[src/rtl/dlycal_pkg.sv]
// Package: shared types for the delay calibration sweep.
// Assumes nothing beyond IEEE 1800-2017.
package dlycal_pkg;
    typedef enum logic [1:0] {
        ST_IDLE  = 2'd0,
        ST_LINE1 = 2'd1,
        ST_LINE2 = 2'd2
    } cal_state_t;
endpackage

[src/rtl/dlycal_sqwave.sv]
// Square-wave test-pattern sign generator.
// Toggles the sign every half_per accepted steps; clear restarts it positive.
// Assumes half_per >= 1 and stable while stepping.
module dlycal_sqwave #(
    parameter int HP_W = 8
) (
    input  logic            clk,
    input  logic            rst_n,
    input  logic            clear,
    input  logic            step,
    input  logic [HP_W-1:0] half_per,
    output logic            neg
);
    logic [HP_W-1:0] cnt;

    // Count accepted steps and flip the sign at each half-period boundary.
    always_ff @(posedge clk) begin
        if (!rst_n) begin
            cnt <= '0;
            neg <= 1'b0;
        end else if (clear) begin
            cnt <= '0;
            neg <= 1'b0;
        end else if (step) begin
            if (cnt == half_per - 1'b1) begin
                cnt <= '0;
                neg <= ~neg;
            end else begin
                cnt <= cnt + 1'b1;
            end
        end
    end

    AST_SIGN_HOLD: assert property (@(posedge clk) disable iff (!rst_n)
        (!step && !clear) |=> $stable(neg));
endmodule

[src/rtl/dlycal_lms.sv]
// Sign-correlated LMS gain estimator.
// k_next = sat(k + ((+/-phe) >>> mu)) to [1, 2^K_W-1]; load restarts k.
// Assumes load and step are never high together in a useful way (load wins).
module dlycal_lms #(
    parameter int PHE_W = 12,
    parameter int K_W   = 16,
    parameter int MU_W  = 3
) (
    input  logic                    clk,
    input  logic                    rst_n,
    input  logic                    load,
    input  logic [K_W-1:0]          load_val,
    input  logic                    step,
    input  logic                    neg,
    input  logic signed [PHE_W-1:0] phe,
    input  logic [MU_W-1:0]         mu,
    output logic [K_W-1:0]          k,
    output logic [K_W-1:0]          k_next
);
    localparam int SUM_W = ((K_W > PHE_W) ? K_W : PHE_W) + 2;
    localparam logic signed [SUM_W-1:0] K_MAX = {{(SUM_W-K_W){1'b0}}, {K_W{1'b1}}};
    localparam logic signed [SUM_W-1:0] K_MIN = {{(SUM_W-1){1'b0}}, 1'b1};

    logic signed [PHE_W:0]   phe_x;
    logic signed [PHE_W:0]   corr;
    logic signed [PHE_W:0]   delta;
    logic signed [SUM_W-1:0] sum;

    // Correlate the phase error with the pattern sign, scale, add and saturate.
    always_comb begin
        phe_x = {phe[PHE_W-1], phe};
        corr  = neg ? -phe_x : phe_x;
        delta = corr >>> mu;
        sum   = $signed({{(SUM_W-K_W){1'b0}}, k}) +
                $signed({{(SUM_W-PHE_W-1){delta[PHE_W]}}, delta});
        if (sum < K_MIN)      k_next = {{(K_W-1){1'b0}}, 1'b1};
        else if (sum > K_MAX) k_next = {K_W{1'b1}};
        else                  k_next = sum[K_W-1:0];
    end

    // Hold the estimate; restart it on load, advance it on each step.
    always_ff @(posedge clk) begin
        if (!rst_n)
            k <= {{(K_W-1){1'b0}}, 1'b1};
        else if (load)
            k <= (load_val == '0) ? {{(K_W-1){1'b0}}, 1'b1} : load_val;
        else if (step)
            k <= k_next;
    end

    AST_GAIN_NONZERO: assert property (@(posedge clk) disable iff (!rst_n)
        k != '0);
    AST_GAIN_HOLD: assert property (@(posedge clk) disable iff (!rst_n)
        (!load && !step) |=> $stable(k));
endmodule

[src/rtl/dlycal_scale.sv]
// Gain-normalised test word: +/- floor(amp*fr / k).
// Assumes k is never zero (guaranteed by the estimator).
module dlycal_scale #(
    parameter int AMP_W = 8,
    parameter int FR_W  = 8,
    parameter int K_W   = 16,
    localparam int PROD_W = AMP_W + FR_W,
    localparam int TW_W   = PROD_W + 1
) (
    input  logic [AMP_W-1:0]       amp,
    input  logic [FR_W-1:0]        fr,
    input  logic [K_W-1:0]         k,
    input  logic                   neg,
    output logic signed [TW_W-1:0] tw
);
    localparam int DIV_W = (PROD_W > K_W) ? PROD_W : K_W;

    logic [PROD_W-1:0] prod;
    logic [DIV_W-1:0]  num;
    logic [DIV_W-1:0]  den;
    logic [DIV_W-1:0]  quo;
    logic [PROD_W-1:0] mag;

    // Scale the amplitude by fr over the gain estimate and apply the sign.
    always_comb begin
        prod = PROD_W'(amp) * PROD_W'(fr);
        num  = DIV_W'(prod);
        den  = DIV_W'(k);
        quo  = num / den;
        mag  = quo[PROD_W-1:0];
        tw   = neg ? -$signed({1'b0, mag}) : $signed({1'b0, mag});
    end
endmodule

[src/rtl/dlycal_sweep.sv]
// Top: nested two-line coarse delay search maximising the LMS gain estimate.
// Line 1 is swept with line 2 parked mid-range; line 2 is then swept with
// line 1 on its chosen code. Assumes hold_len >= 1, half_per >= 1 and all
// configuration inputs steady while busy.
module dlycal_sweep
    import dlycal_pkg::*;
#(
    parameter int CODE_W  = 3,
    parameter int PHE_W   = 12,
    parameter int K_W     = 16,
    parameter int MU_W    = 3,
    parameter int HOLD_W  = 10,
    parameter int HP_W    = 8,
    parameter int AMP_W   = 8,
    parameter int FR_W    = 8,
    parameter int TEMP_W  = 8,
    parameter int TEMP_SH = 4
) (
    input  logic                          clk,
    input  logic                          rst_n,
    input  logic                          start,
    input  logic                          phe_valid,
    input  logic signed [PHE_W-1:0]       phe,
    input  logic [K_W-1:0]                k_init,
    input  logic [MU_W-1:0]               mu_shift,
    input  logic [HOLD_W-1:0]             hold_len,
    input  logic [HP_W-1:0]               half_per,
    input  logic [AMP_W-1:0]              test_amp,
    input  logic [FR_W-1:0]               fr_scale,
    input  logic signed [TEMP_W-1:0]      temp_delta,
    input  logic signed [TEMP_W-1:0]      drift_slope,
    output logic                          busy,
    output logic                          done,
    output logic [CODE_W-1:0]             dly1_code,
    output logic [CODE_W-1:0]             dly2_code,
    output logic signed [AMP_W+FR_W:0]    test_word,
    output logic [CODE_W-1:0]             res_code1,
    output logic [K_W-1:0]                res_gain1,
    output logic [CODE_W-1:0]             res_code2,
    output logic [K_W-1:0]                res_gain2
);
    localparam int TW_W = AMP_W + FR_W + 1;
    localparam int TP_W = 2 * TEMP_W;
    localparam logic [CODE_W-1:0] CODE_MAX = {CODE_W{1'b1}};
    localparam logic [CODE_W-1:0] D2_PARK  = CODE_W'(1) << (CODE_W - 1);

    cal_state_t          state;
    logic [CODE_W-1:0]   cur_code;
    logic [HOLD_W-1:0]   upd_cnt;
    logic [CODE_W-1:0]   best_code;
    logic [K_W-1:0]      best_k;
    logic                launch;
    logic                seg_end;
    logic                upd;
    logic                neg;
    logic [K_W-1:0]      k_cur;
    logic [K_W-1:0]      k_next;
    logic                take_new;
    logic [CODE_W-1:0]   cand_code;
    logic [K_W-1:0]      cand_k;
    logic signed [TW_W-1:0] tw_raw;
    logic signed [TP_W-1:0] t_prod;
    logic signed [TP_W-1:0] t_corr;
    logic signed [TP_W:0]   t_sum;
    logic [CODE_W-1:0]   dly1_trim;

    // Decode sweep control strobes from the state and update counter.
    always_comb begin
        launch  = (state == ST_IDLE) && start;
        upd     = busy && phe_valid;
        seg_end = upd && (upd_cnt == hold_len - 1'b1);
    end

    assign busy = (state != ST_IDLE);

    dlycal_sqwave #(.HP_W(HP_W)) u_sq (
        .clk(clk), .rst_n(rst_n), .clear(launch | seg_end), .step(upd),
        .half_per(half_per), .neg(neg)
    );

    dlycal_lms #(.PHE_W(PHE_W), .K_W(K_W), .MU_W(MU_W)) u_lms (
        .clk(clk), .rst_n(rst_n), .load(launch | seg_end), .load_val(k_init),
        .step(upd), .neg(neg), .phe(phe), .mu(mu_shift),
        .k(k_cur), .k_next(k_next)
    );

    dlycal_scale #(.AMP_W(AMP_W), .FR_W(FR_W), .K_W(K_W)) u_scale (
        .amp(test_amp), .fr(fr_scale), .k(k_cur), .neg(neg), .tw(tw_raw)
    );

    // Pick the candidate best: strictly larger gain replaces, ties keep the lower code.
    always_comb begin
        take_new  = (k_next > best_k);
        cand_code = take_new ? cur_code : best_code;
        cand_k    = take_new ? k_next : best_k;
    end

    // Sweep sequencer: code stepping, best tracking, result capture and done pulse.
    always_ff @(posedge clk) begin
        if (!rst_n) begin
            state     <= ST_IDLE;
            cur_code  <= '0;
            upd_cnt   <= '0;
            best_code <= '0;
            best_k    <= '0;
            res_code1 <= '0;
            res_gain1 <= '0;
            res_code2 <= '0;
            res_gain2 <= '0;
            done      <= 1'b0;
        end else begin
            done <= 1'b0;
            if (launch) begin
                state     <= ST_LINE1;
                cur_code  <= '0;
                upd_cnt   <= '0;
                best_code <= '0;
                best_k    <= '0;
            end else if (seg_end) begin
                upd_cnt <= '0;
                if (cur_code == CODE_MAX) begin
                    cur_code  <= '0;
                    best_code <= '0;
                    best_k    <= '0;
                    if (state == ST_LINE1) begin
                        res_code1 <= cand_code;
                        res_gain1 <= cand_k;
                        state     <= ST_LINE2;
                    end else begin
                        res_code2 <= cand_code;
                        res_gain2 <= cand_k;
                        state     <= ST_IDLE;
                        done      <= 1'b1;
                    end
                end else begin
                    cur_code  <= cur_code + 1'b1;
                    best_code <= cand_code;
                    best_k    <= cand_k;
                end
            end else if (upd) begin
                upd_cnt <= upd_cnt + 1'b1;
            end
        end
    end

    // Temperature trim of the stored line-1 code, clamped to the code range.
    always_comb begin
        t_prod = TP_W'(temp_delta) * TP_W'(drift_slope);
        t_corr = t_prod >>> TEMP_SH;
        t_sum  = $signed({1'b0, {(TP_W-CODE_W){1'b0}}, res_code1}) +
                 $signed({t_corr[TP_W-1], t_corr});
        if (t_sum < 0)
            dly1_trim = '0;
        else if (t_sum > $signed({1'b0, {(TP_W-CODE_W){1'b0}}, CODE_MAX}))
            dly1_trim = CODE_MAX;
        else
            dly1_trim = t_sum[CODE_W-1:0];
    end

    // Route the delay codes and gate the test word by the sweep phase.
    always_comb begin
        unique case (state)
            ST_LINE1: begin dly1_code = cur_code;  dly2_code = D2_PARK;   end
            ST_LINE2: begin dly1_code = res_code1; dly2_code = cur_code;  end
            default:  begin dly1_code = dly1_trim; dly2_code = res_code2; end
        endcase
        test_word = busy ? tw_raw : '0;
    end

    AST_DONE_ONE_CYCLE: assert property (@(posedge clk) disable iff (!rst_n)
        done |=> !done);
    AST_DONE_ENDS_BUSY: assert property (@(posedge clk) disable iff (!rst_n)
        done |-> (!busy && $past(busy)));
    AST_NO_UPDATE_HOLD: assert property (@(posedge clk) disable iff (!rst_n)
        (busy && !phe_valid) |=> ($stable(upd_cnt) && $stable(cur_code)));
    AST_RESULTS_HELD: assert property (@(posedge clk) disable iff (!rst_n)
        (!busy && !start) |=> ($stable(res_code1) && $stable(res_gain2)));
endmodule

[config.mk]
export PLATFORM = sky130hd
export DESIGN_NAME = dlycal_sweep
export DESIGN_NICKNAME = d
export VERILOG_FILES = /design/src/rtl/dlycal_pkg.sv /design/src/rtl/dlycal_sqwave.sv /design/src/rtl/dlycal_lms.sv /design/src/rtl/dlycal_scale.sv /design/src/rtl/dlycal_sweep.sv
export SDC_FILE = /design/constraint.sdc
export NUM_CORES = 1
export LEC_CHECK = 0
export ABC_AREA = 0
export BUFFER_PORTS_ARGS = -buffer_cell sky130_fd_sc_hd__buf_2
export CAP_MARGIN = 0
export CORE_MARGIN = 2
export CORE_UTILIZATION = 49
export CTS_CLUSTER_SIZE = 14
export DETAILED_ROUTE_END_ITERATION = 10
export GPL_ROUTABILITY_DRIVEN = 0
export PLACE_DENSITY = 0.73
export SETUP_SLACK_MARGIN = 0.4
export SLEW_MARGIN = 15
export SYNTH_ARGS = -nofsm -noshare
export SYNTH_HDL_FRONTEND = slang
export SYNTH_HIERARCHICAL = 1
export SYNTH_SLANG_ARGS = --single-unit
[constraint.sdc]
create_clock -name clk -period 100.4 [get_ports clk]
set_clock_uncertainty 0.15 [all_clocks]
set_input_delay 15.06 -clock clk [delete_from_list [all_inputs] [get_ports clk]]
set_output_delay 15.06 -clock clk [all_outputs]
set_load 0.1 [all_outputs]
==> impl_metrics.csv <==
group,metric,value,unit
timing,max_freq,14.9,MHz
floorplanning,dieArea,0.0418,mm²
timing,slew_headroom,24.3,%
floorplanning,start_util,49.6,%
cts,cts_tree,"built",
placed_design,hpwl,45.2,mm
grt,grt_pass1_vias,19045,
timing,worst_slew_pin_slew,1140,ps
grt,grt_pass1_wl,92.9,mm
hold_path,hold_path.class,"reg -> reg",
worst_setup_path,end_kind,"output port",
cts,postCtsSetupBuffers,0,
timing,finalSetupTns,0,ps
worst_setup_path,critical_path_class,"in -> out",
worst_setup_path,cp.required,85190,ps
timing,setup_violations,0,
synthesis,synth_area_leaders,"ha_1, dfxtp_1, fa_1, a21oi_1, inv_1",
cts,clkTransAtPathRegs,70,ps
synthesis,ys_types,110,
cts,hold_buffers,0,
synthesis,synth_edf_count,0,
synthesis,syn_nets,3027,
layout,multiInputGateArea,0.0165,mm²
routing,routed_wl,56.3,mm
floorplanning,rows,73,
synthesis,synthArstFlopShare,0,%
synthesis,syn-cell-area,0.0197,mm²
worst_setup_path,crit_slowest_cell,"o21ai_0",
layout,nFillCells,3797,
grt,grt_usage,26.6,%
hold_path,min_from,"best_code[0]$_SDFFE_PP0P_",
timing,finalHoldViolations,0,
job,cap_violations,0,
worst_setup_path,critPathCapture,"test_word[11]",
floorplanning,core_area,0.0397,mm²
run_status,status,"finished clean",
cts,numCtsBuffers,9,
routing,drc,0,
routing,wl_per_cell,17.4,µm
synthesis,synth_top_area_cell,"ha_1",
timing,finalCriticalPeriod,67090,ps
synthesis,yosysMostFrequentCell,"ha_1",
layout,area_delta_synth_final,7.54,%
synthesis,yosysWarnings,6,
worst_setup_path,r2r_setup_slack,93110,ps
grt,overflow,0,
worst_setup_path,cp_max_fo,28,
layout,regArea,0.00196,mm²
cts,insertion_delay,360,ps
layout,layout.nets,3125,
floorplanning,pin_count,148,
routing,vias_per_cell,6.10,
worst_setup_path,r2r_cells,20,
worst_setup_path,crit_path_start,"test_amp[2]",
floorplanning,die_w,205,µm
synthesis,synth_top_area_share,15.8,%
synthesis,synth-seq-cells,98,
worst_setup_path,crit_arrival,51880,ps
synthesis,synth_flop_cell,"dfxtp_1",
synthesis,synth_commonest_cells,"ha_1, inv_1, nand2_1",
cts,htreeDepth,3,
layout,antenna_cells,0,
timing,min_period_over_period,66.8,%
routing,vias,19691,
timing,rsz0062_at_grt,"false",
synthesis,synth-seq-area-share,9.96,%
worst_setup_path,worst_path_largest_cell_delay,770,ps
synthesis,syn_avg_cell_area,7.58,µm²
synthesis,syn_inst,2601,
worst_setup_path,cp-start-kind,"input pin",
cts,clock_sinks,98,
placed_design,numPortBuffers,147,
grt,grt_max_degree,60,
layout,drive_above_1_share,10.2,%
timing,report.final.slew_viol_count,0,
cts,cts_max_path_buffers,2,
cts,clockRootBuffer,"clkbuf_16",
routing,drtIter0Drc,1545,
routing,dr.pass1.iters,8,
worst_setup_path,cp_common_cell,"ha_1",
grt,antenna_found_initial,0,
worst_setup_path,reg2reg_from,"u_sq/neg$_SDFFE_PP0P_",
floorplanning,fp.dieH,205,µm
routing,postRouteAntennaNets,0,
worst_setup_path,reg2reg_to,"best_k[6]$_SDFFE_PP0P_",
cts,post_cts_resized,0,
==> flip-flops by register name (all words and copies together), names as in the netlist, 3 cells and up <==
signal     count
cur_code       3
u_sq/cnt       8
res_gain2     16
u_lms/k       16
best_code      3
upd_cnt       10
best_k        16
res_code2      3
res_gain1     16
res_code1      3
==> kinds of logic after synthesis <==
| family | Yosys count | synth area share, % |
|---|---|---|
| buffers and inverters | 318 | 6.34 |
| multiplexers | 71 | 4.13 |
| flip-flops | 98 | 9.96 |
| AND/OR/NAND/NOR | 863 | 22.3 |
| AO/OA/AOI/OAI | 760 | 25.4 |
| adder cells (fa/ha/maj) | 341 | 25.2 |
| XOR/XNOR | 150 | 6.71 |
==> routing by layer <==
layer	track usage, %	share of wire (%)
met5	0	0
met3	4.28	7.6
met2	44.7	46
met1	34.7	43
met4	8.39	3.0
==> placed cells by master (no fill, tap or decap), types with 24 or more instances in the layout <==
master / synthesis / routed
ha_1: 249 / 249
inv_1: 243 / 243
nand2_1: 234 / 234
a21oi_1: 200 / 200
nor2_1: 171 / 171
o21ai_0: 169 / 169
buf_2: 11 / 147
and2_1: 105 / 105
dfxtp_1: 98 / 98
fa_1: 92 / 92
xnor2_1: 88 / 88
nor3_1: 66 / 66
a21o_1: 63 / 63
nand3_1: 62 / 62
xor2_1: 61 / 61
nor2b_1: 47 / 46
o21a_1: 40 / 40
mux2i_1: 40 / 40
nand4_1: 33 / 33
o21ai_1: 33 / 33
o31ai_1: 27 / 26
mux2_2: 24 / 24
==> how the worst min path moves through the flow <==
| stage | end | slack (ps) | cells after the start |
|---|---|---|---|
| global route | best_k[7]$_SDFFE_PP0P_ | 340 | 2 |
| CTS | best_code[0]$_SDFFE_PP0P_ | 320 | 2 |
| global placement | best_code[0]$_SDFFE_PP0P_ | 300 | 2 |
| detailed placement | best_code[0]$_SDFFE_PP0P_ | 310 | 2 |
| floorplan | best_code[0]$_SDFFE_PP0P_ | 290 | 2 |
| finish | best_code[0]$_SDFFE_PP0P_ | 320 | 2 |
==> area by class of cell <==
class                      count  area share [%]
timing repair buffer         160            3.93
tap                          525            3.10
inverter                     245            4.34
clock buffer                   9            1.06
sequential                    98            9.26
clock inverter                 7           0.407
multi-input combinational   2185            77.9
==> stage by stage <==
| step | instance area (µm²) | setup WS, ps | utilization [%] | hold WS (ps) | instances |
|---|---|---|---|---|---|
| 3_5_place_dp | 20900 | 34050 | 52.5 | 311 | 3212 |
| 5_1_grt | 21200 | 30670 | 53.3 | 345 | 3229 |
| 6_report | 21200 | 33310 | 53.3 | 321 | 3229 |
| 2_1_floorplan | 19700 | 37870 | - | 286 | 2601 |
| 4_1_cts | 21200 | 33920 | 53.3 | 322 | 3228 |
| 3_3_place_gp | 20900 | 35300 | 52.5 | 300 | 3212 |
==> worst max-delay path: cells and delay by family <==
| family | cells | cell delay [ps] |
|---|---|---|
| XOR/XNOR | 2 | 430 |
| AO/OA/AOI/OAI | 69 | 19710 |
| multiplexers | 2 | 750 |
| AND/OR/NAND/NOR | 27 | 6440 |
| buffers and inverters | 11 | 1680 |
| adder cells (fa/ha/maj) | 21 | 7700 |
Power is not shown: default switching activity piles up to over one toggle a cycle in this logic, so the estimate is an artifact.
